<file path="src/rtl/cal_pkg.sv">
package cal_pkg;

    typedef struct packed {
        logic [4:0] hour;
        logic [5:0] min;
        logic [5:0] sec;
    } tod_t;

    typedef struct packed {
        logic       leap;
        logic [5:0] year;
        logic [3:0] month;
        logic [4:0] day;
    } ymd_t;

    function automatic logic [31:0] tod_to_word(tod_t t);
        return {11'b0, t.hour, 2'b0, t.min, 2'b0, t.sec};
    endfunction

    function automatic tod_t word_to_tod(logic [31:0] w);
        tod_t t;
        t.hour = w[20:16];
        t.min  = w[13:8];
        t.sec  = w[5:0];
        return t;
    endfunction

    function automatic logic [31:0] ymd_to_word(ymd_t d);
        return {9'b0, d.leap, d.year, 4'b0, d.month, 3'b0, d.day};
    endfunction

    function automatic ymd_t word_to_ymd(logic [31:0] w);
        ymd_t d;
        d.leap  = w[22];
        d.year  = w[21:16];
        d.month = w[11:8];
        d.day   = w[4:0];
        return d;
    endfunction

    function automatic logic [4:0] last_day(logic [3:0] month, logic leap);
        logic [4:0] n;
        case (month)
            4'd2:                       n = leap ? 5'd29 : 5'd28;
            4'd4, 4'd6, 4'd9, 4'd11:    n = 5'd30;
            default:                    n = 5'd31;
        endcase
        return n;
    endfunction

endpackage

</file>
<file path="src/rtl/cal_tod_adv.sv">
module cal_tod_adv
    import cal_pkg::*;
(
    input  tod_t cur,
    output tod_t nxt,
    output logic carry
);
    logic sec_wrap, min_wrap, hour_wrap;

    always_comb begin
        sec_wrap  = (cur.sec  >= 6'd59);
        min_wrap  = (cur.min  >= 6'd59);
        hour_wrap = (cur.hour >= 5'd23);
        nxt       = cur;
        carry     = 1'b0;
        if (!sec_wrap) begin
            nxt.sec = cur.sec + 6'd1;
        end else begin
            nxt.sec = 6'd0;
            if (!min_wrap) begin
                nxt.min = cur.min + 6'd1;
            end else begin
                nxt.min = 6'd0;
                if (!hour_wrap) begin
                    nxt.hour = cur.hour + 5'd1;
                end else begin
                    nxt.hour = 5'd0;
                    carry    = 1'b1;
                end
            end
        end
    end
endmodule

</file>
<file path="src/rtl/cal_ymd_adv.sv">
module cal_ymd_adv
    import cal_pkg::*;
(
    input  ymd_t cur,
    output ymd_t nxt
);
    logic [4:0] lim;

    always_comb begin
        lim = last_day(cur.month, cur.leap);
        nxt = cur;
        if (cur.day < lim) begin
            nxt.day = cur.day + 5'd1;
        end else begin
            nxt.day = 5'd1;
            if (cur.month < 4'd12) begin
                nxt.month = cur.month + 4'd1;
            end else begin
                nxt.month = 4'd1;
                nxt.year  = cur.year + 6'd1;
            end
        end
    end
endmodule

</file>
<file path="src/rtl/cal_commit.sv">
module cal_commit #(
    parameter int W           = 17,
    parameter int COMMIT_SLOW = 3
) (
    input  logic         clk,
    input  logic         rst_n,
    input  logic         req,
    input  logic [W-1:0] req_val,
    input  logic         slow_en,
    output logic         busy,
    output logic         load,
    output logic [W-1:0] hold
);
    localparam int CNT_W = (COMMIT_SLOW < 2) ? 1 : $clog2(COMMIT_SLOW);
    localparam logic [CNT_W-1:0] LAST = CNT_W'(COMMIT_SLOW - 1);

    typedef struct packed {
        logic             busy;
        logic             done;
        logic [CNT_W-1:0] cnt;
        logic [W-1:0]     hold;
    } st_t;

    st_t s_d, s_q;

    always_comb begin
        s_d = s_q;
        if (s_q.done) begin
            s_d.busy = 1'b0;
            s_d.done = 1'b0;
        end else if (s_q.busy) begin
            if (slow_en) begin
                if (s_q.cnt == LAST) s_d.done = 1'b1;
                else                 s_d.cnt  = s_q.cnt + 1'b1;
            end
        end else if (req) begin
            s_d.busy = 1'b1;
            s_d.cnt  = '0;
            s_d.hold = req_val;
        end
    end

    always_ff @(posedge clk) begin
        if (!rst_n) s_q <= '0;
        else        s_q <= s_d;
    end

    assign busy = s_q.busy;
    assign load = s_q.done;
    assign hold = s_q.hold;
endmodule

</file>
<file path="src/rtl/cal_keeper.sv">
module cal_keeper
    import cal_pkg::*;
#(
    parameter int          ADDR_W      = 8,
    parameter int          COMMIT_SLOW = 3,
    parameter logic [15:0] KEY         = 16'h16AA
) (
    input  logic              clk,
    input  logic              rst_n,
    input  logic              wr_en,
    input  logic [ADDR_W-1:0] addr,
    input  logic [31:0]       wdata,
    output logic [31:0]       rdata,
    input  logic              sec_tick,
    input  logic              slow_en,
    output logic              osc_sel
);
    localparam logic [ADDR_W-1:0] OFS_CTRL = ADDR_W'(8'h00);
    localparam logic [ADDR_W-1:0] OFS_DATE = ADDR_W'(8'h10);
    localparam logic [ADDR_W-1:0] OFS_TIME = ADDR_W'(8'h14);
    localparam int TW = $bits(tod_t);
    localparam int DW = $bits(ymd_t);

    typedef struct packed {
        tod_t tod;
        ymd_t ymd;
        logic osc;
    } st_t;

    st_t s_d, s_q;

    tod_t          tod_nxt, tod_cur;
    ymd_t          ymd_nxt, ymd_cur;
    logic          tod_carry;
    logic          busy_t, busy_d, load_t, load_d;
    logic [TW-1:0] hold_t;
    logic [DW-1:0] hold_d;
    logic          wr_time, wr_date;

    assign tod_cur = s_q.tod;
    assign ymd_cur = s_q.ymd;
    assign wr_time = wr_en && (addr == OFS_TIME);
    assign wr_date = wr_en && (addr == OFS_DATE);

    cal_tod_adv u_tod (.cur(tod_cur), .nxt(tod_nxt), .carry(tod_carry));
    cal_ymd_adv u_ymd (.cur(ymd_cur), .nxt(ymd_nxt));

    cal_commit #(.W(TW), .COMMIT_SLOW(COMMIT_SLOW)) u_cm_time (
        .clk(clk), .rst_n(rst_n), .req(wr_time),
        .req_val(TW'(word_to_tod(wdata))), .slow_en(slow_en),
        .busy(busy_t), .load(load_t), .hold(hold_t)
    );

    cal_commit #(.W(DW), .COMMIT_SLOW(COMMIT_SLOW)) u_cm_date (
        .clk(clk), .rst_n(rst_n), .req(wr_date),
        .req_val(DW'(word_to_ymd(wdata))), .slow_en(slow_en),
        .busy(busy_d), .load(load_d), .hold(hold_d)
    );

    always_comb begin
        s_d = s_q;
        // a committing time word replaces the tick result, carry included
        if (load_t)        s_d.tod = tod_t'(hold_t);
        else if (sec_tick) s_d.tod = tod_nxt;

        if (load_d)                             s_d.ymd = ymd_t'(hold_d);
        else if (sec_tick && tod_carry && !load_t) s_d.ymd = ymd_nxt;

        if (wr_en && (addr == OFS_CTRL) && (wdata[31:16] == KEY))
            s_d.osc = wdata[0];
    end

    always_ff @(posedge clk) begin
        if (!rst_n) begin
            s_q       <= '0;
            s_q.ymd.day   <= 5'd1;
            s_q.ymd.month <= 4'd1;
        end else begin
            s_q <= s_d;
        end
    end

    always_comb begin
        case (addr)
            OFS_CTRL: rdata = {22'b0, 1'b0, busy_t, busy_d, 6'b0, s_q.osc};
            OFS_DATE: rdata = ymd_to_word(s_q.ymd);
            OFS_TIME: rdata = tod_to_word(s_q.tod);
            default:  rdata = 32'b0;
        endcase
    end

    assign osc_sel = s_q.osc;
endmodule

</file>
<file path="config.mk">
export PLATFORM = sky130hd
export DESIGN_NAME = cal_keeper
export DESIGN_NICKNAME = d
export VERILOG_FILES = /design/src/rtl/cal_pkg.sv /design/src/rtl/cal_tod_adv.sv /design/src/rtl/cal_ymd_adv.sv /design/src/rtl/cal_commit.sv /design/src/rtl/cal_keeper.sv
export SDC_FILE = /design/constraint.sdc
export NUM_CORES = 1
export LEC_CHECK = 0
export BUFFER_PORTS_ARGS = -buffer_cell sky130_fd_sc_hd__buf_4
export CORE_UTILIZATION = 45
export DETAILED_ROUTE_END_ITERATION = 8
export PLACE_DENSITY = 0.66
export SYNTH_ARGS = -nofsm -noshare
export SYNTH_HDL_FRONTEND = slang
export SYNTH_SLANG_ARGS = --single-unit
</file>
<file path="constraint.sdc">
create_clock -name clk -period 4.09 [get_ports clk]
set_clock_uncertainty 0.05 [all_clocks]
set_input_delay 0.818 -clock clk [delete_from_list [all_inputs] [get_ports clk]]
set_output_delay 0.818 -clock clk [all_outputs]
set_load 0.01 [all_outputs]
</file>
Word-level counts from Yosys, hierarchy flattened
Cells that the tools add are included.

storage, ports and cells
  register bits after elaboration = 75
  input port bits = 45
  output and inout port bits = 33
  logic and storage cells = 111

operators by class
  $add $sub $neg = 8
  magnitude comparators = 5
  equality and inequality tests = 16
  muxes and demuxes = 33
  bitwise logic cells = 6
  reductions and logical operators = 27

operator list
  operator                count
  $pmux W23 S3            1
  $mux W17                2
  $mux W19                1
  $add A6 B1 Y6 const B   3
  $mux W18                1
  $mux W6                 3
  $eq A16 B13 Y1 const B  1
  $eq A8 B5 Y1 const B    2
  $mux W16                1
  $mux W15                1
  $mux W5                 3
  $ge A6 B6 Y1 const B    2
  $mux W2                 6
  $reduce_and A3 Y1       4
  $reduce_bool A2 Y1      6
  $reduce_or A4 Y1        3
  $mux W11                1
  $add A5 B1 Y5 const B   2
  $mux W1                 10
  $mux W10                1
  $pmux W5 S2             1
  $eq A4 B3 Y1 const B    2
  $eq A4 B4 Y1 const B    2
  $logic_not A8 Y1        1
  other kinds (16)        35

Depth between registers and ports, before layout
  depth after elaboration = 8
  gate-level depth with buffers = 10
  depth with buffers taken out = 9

Cells and area by module
From an unflattened synthesis, not the netlist that was laid out.

second synthesis, totals
  cells, all modules = 578
  area total of the unflattened synthesis = 4898.4 sq um

modules (own cells, without submodules)
  module                  times used  cells an instance  area each (sq um)  sequential area each (sq um)
  cal_keeper              1           224                2021.9             680.7
  cal_commit (u_cm_time)  1           114                977.2              420.4
  cal_commit (u_cm_date)  1           109                932.1              400.4
  cal_ymd_adv             1           64                 509.2              0.0
  cal_tod_adv             1           67                 457.9              0.0

Worst setup path after synthesis
OpenSTA, ideal clock, no wires.

  path kind = input to output
  start point = input port addr[7]
  end point = output port rdata[18]
  data arrival time = 2.135 ns
  data required time = 3.222 ns
  slack = 1.087 ns
  cell stages on the path = 4
  path buffers = 1
  path through = or4_4 > nor3_4 > clkbuf_1 > a22o_1

on the way
  longest elaborated chain between the ends = 2
  elaborated cells on any way between the ends = 4
  classes of those cells = eq/ne (2); mux (1); reduce/logical (1)

ends and longest elaborated chain
  what                                              RTL line          source
  from (decl)                                       cal_keeper.sv:11  input logic [ADDR_W-1:0] addr,
  $eq A8 B5 Y1 or $logic_not A8 Y1 (tied branches)  cal_keeper.sv:84  case (addr)
  $pmux W23 S3 (*)                                  cal_keeper.sv:84
  to (decl)                                         cal_keeper.sv:13  output logic [31:0] rdata,

Mark *: on every way between the ends. The rest lies on a longest branch, timed or not.

Final worst setup path
  start point = input port addr[7]
  end point = output port rdata[17]

The elaborated chain is that of the path after synthesis.

==> key figures <==
STA
  – Peak Freq: about 300 MHz
  – RSZ-0062 raised after global routing: false
  – Crit share post-route: 81.29%
  – PnR worst setup slack: 0.7651 ns
  – Fin. max-slew vios: 0
  – Final hold vios: 0
  – Final min period: 3.325 ns
  – Setup total negative slack: 0 ns
  – Worst-margin pin slew: about 0.72 ns
  – Rel. slew slack: 51.71%
  – Hold slack: 0.4077 ns
  – # setup viols final: 0

Detailed routing
  – Uppermost layer routed: met4
  – Iter 0 DRT Violations: about 370
  – TritonRoute pass-1 iters: 7
  – WL final: 11420 um
  – DR WL met2: between 5000 and 6000 um
  – DR DRC count: 6
  – Via count: a little over 4000
  – Vias/cell: 5.875
  – Routed Antenna Nets: 0
  – Length of routed wiring on met1: 5445 um
  – Met3 wire length: a little over 600 um
  – DR WL/cell: 16.36 um

Power and ir drop
  – Max IR drop VDD: 0.2044 mV
  – Tot Pwr: 1.421 mW
  – Clock share of power: 42.9%
  – NetSw: 0.3515 mW
  – Flop pwr share: approximately 52%
  – Cell leakage power: around 1.8 nW
  – Sw Share: between 20% and 30%
  – Comb pwr share: 5.4%
  – Pwr Density: about 300 nW/um2
  – Cell-internal power: roughly 1.1 mW

Outcome
  – Failing checks: design-rule violations
  – Outcome: finished with violations

Clock network
  – Clk sinks: 75
  – Root Buffer: clkbuf_8
  – Max clock buf depth: 2
  – CTS Buf Count: 9
  – CTS resizes: 0
  – Hold buffer count at CTS: 0
  – Clk slew on worst S/H paths: ~0.08 ns
  – TritonCTS clock tree: built
  – CTS HTree Levels: 3
  – Post-CTS Setup Bufs: 0
  – Worst skew pair latency: approximately 0.36 ns

GRT
  – First-pass GRT wire length: 18390 um
  – Initial antenna violation count: 0
  – Vias in the first global route: 3652
  – Largest net degree at the start of global routing: 44
  – Total grt overflow: 0
  – All-layer global routing usage: 24.23%

Synthesis
  – Post-synth cell types: 68
  – XOR/XNOR Fraction of Synth Area: less than 1%
  – Compound-gate portion of the synthesized area: 25.40%
  – Adder-Cell Fraction of Synth Area: 3.629%
  – Synth area leader: dfxtp_1
  – Largest family of logic cells by synthesized area: simple AND/OR/NAND/NOR gates
  – Share of the synthesized area in the top cell type: 36.29%
  – Seq cells post-synth: between 70 and 80
  – Synthesized area per cell: 7.691 um2
  – EDFF count, synth: 0
  – Mapped Area: 4138 um2
  – Warnings, synthesis: 0
  – Simple-gate portion of the synthesized area: 25.70%
  – Main synth FF type: dfxtp_1
  – Register area share after synthesis: 36.29%
  – Ys async rst share: 0%
  – Post-synthesis mux area share: 1.996%
  – Synth top area cells: dfxtp_1 (36%), nand2_1 (8.7%), a21oi_1 (7.6%), ha_1 (3.6%), nor2_1 (3.5%)
  – Cells after Synth: 538

Cells and area
  – Final Instance Area: 4807 um2
  – Nets: 642
  – Fin util: 54.59%
  – Multi-input gate area: 2410 um2
  – Final-layout fill cell count: 847
  – Synthesis-to-layout area growth: 16.18%
  – Share of cells above drive strength 1: approximately 17%
  – Antenna Cells: 0
  – Cell Count, Final, Fillers Out: between 600 and 700
  – Register area: ~1500 um2

Setup path
  – CP arrival: about 2.5 ns
  – Crit-path max FO: 16
  – CP Launch Type: input pin
  – Critical path class: in2out
  – Worst Path Required: 3.22 ns
  – Crit. End Element: primary output

Run
  – Max Cap Violations: 0

Floorplanning
  – Die height: 97.89 um
  – Io pins: 78
  – Die Area: 9582 um2
  – Die W: 97.89 um
  – Row count: 34
  – Area of the core: 8806 um2
  – Initial core utilization: 46.99%

Place
  – Post-placement setup slack: between 0.7 and 0.8 ns
  – I/O Buffers: slightly above 60
  – Placed cell areas: 4598 um2
  – Post-DP HPWL: 8251 um
  – RePlAce Congestion: 0.8400
  – Placed Cells: between 600 and 700

Worst hold path
  – Worst hold-check path type: reg2reg
## Yosys cell counts (all sizes together), types with 2 or more instances
library cell  instances
o311ai                2
nor2b                 3
nand4                 3
nand2                96
mux2i                 6
a22oi                 4
o21a                  3
nand3                24
mux2                  2
dfxtp                75
o31ai                 2
a311o                 2
a211oi                7
o31a                  3
o211ai                8
ha                   12
o21ai                33
a221oi                3
a21oi                64
or3                   8
buf                  23
nor4                  5
o22ai                 2
a22o                 13
inv                  12
or4                   5
a31oi                 6
and3                  7
o2111a                2
clkbuf               19
and2                  7
or2                   2
o2111ai               2
nor3                 13
nor2                 39
nand2b                4
a21o                  2
## placed cells by master, fill, tap and decap left out, types with 4 or more instances in the layout
cell      count
nand2_1      96
dfxtp_1      75
buf_4        67
a21oi_1      63
nor2_1       39
o21ai_0      27
nand3_1      24
a22o_1       13
nor3_1       12
ha_1         12
conb_1       12
inv_1        11
clkbuf_8     10
or3_1         8
o211ai_1      8
and2_1        7
mux2i_1       6
a31oi_1       6
a211oi_1      6
and3_1        6
o21ai_1       5
a22oi_1       4
nand2b_1      4
## power by group through the flow
stage	Sequential [mW]	Clock (mW)	Combinational (mW)
global placement	0.752	0	0.0748
global route	0.735	0.644	0.0839
detailed placement	0.752	0	0.0761
floorplan	0.750	0	0.0419
finish	0.734	0.610	0.0767
CTS	0.734	0.614	0.0762
## final cells by class
type / instances / area share, %
multi-input combinational: 419 / 50.13
sequential: 75 / 31.23
timing repair buffer: 67 / 10.46
clock buffer: 10 / 2.863
tap: 108 / 2.811
clock inverter: 6 / 1.484
inverter: 13 / 1.015
## worst max-delay path, cell delays in order
cell	delay [ns]
buf_4	0.11
or4_4	0.55
nor3_4	0.60
a22o_1	0.25
buf_4	0.12
## logic make-up after synthesis
family	after synthesis
AO/OA/AOI/OAI	164
XOR/XNOR	2
adder cells (fa/ha/maj)	12
buffers and inverters	55
flip-flops	75
multiplexers	8
other	1
AND/OR/NAND/NOR	221
## registers in the layout, indices dropped and copies added, names as in the netlist
name	cells
u_cm_date.load	1
u_cm_date.hold	16
u_cm_time.hold	17
u_cm_time.load	1
u_cm_time.s_q	2
u_cm_date.s_q	2
s_q	33
osc_sel	1
u_cm_date.busy	1
u_cm_time.busy	1
## final timing paths
kind | from | to | slack (ns) | cells after the start
setup / recovery | addr[7] | rdata[17] | 0.77 | 5
hold / removal | u_cm_time.hold[4] | u_cm_time.hold[4] | 0.41 | 2
setup reg to reg | s_q[6] | s_q[4] | 1.18 | 10
hold reg to reg | u_cm_time.hold[4] | u_cm_time.hold[4] | 0.41 | 2
## per-layer routing
metal	vias up	global-route usage [%]
met5	-	0
met1	1954	33.60
met3	13	3.508
met4	0	8.392
met2	126	38.41
li1	2008	-
(Power assumes the default switching activity.)
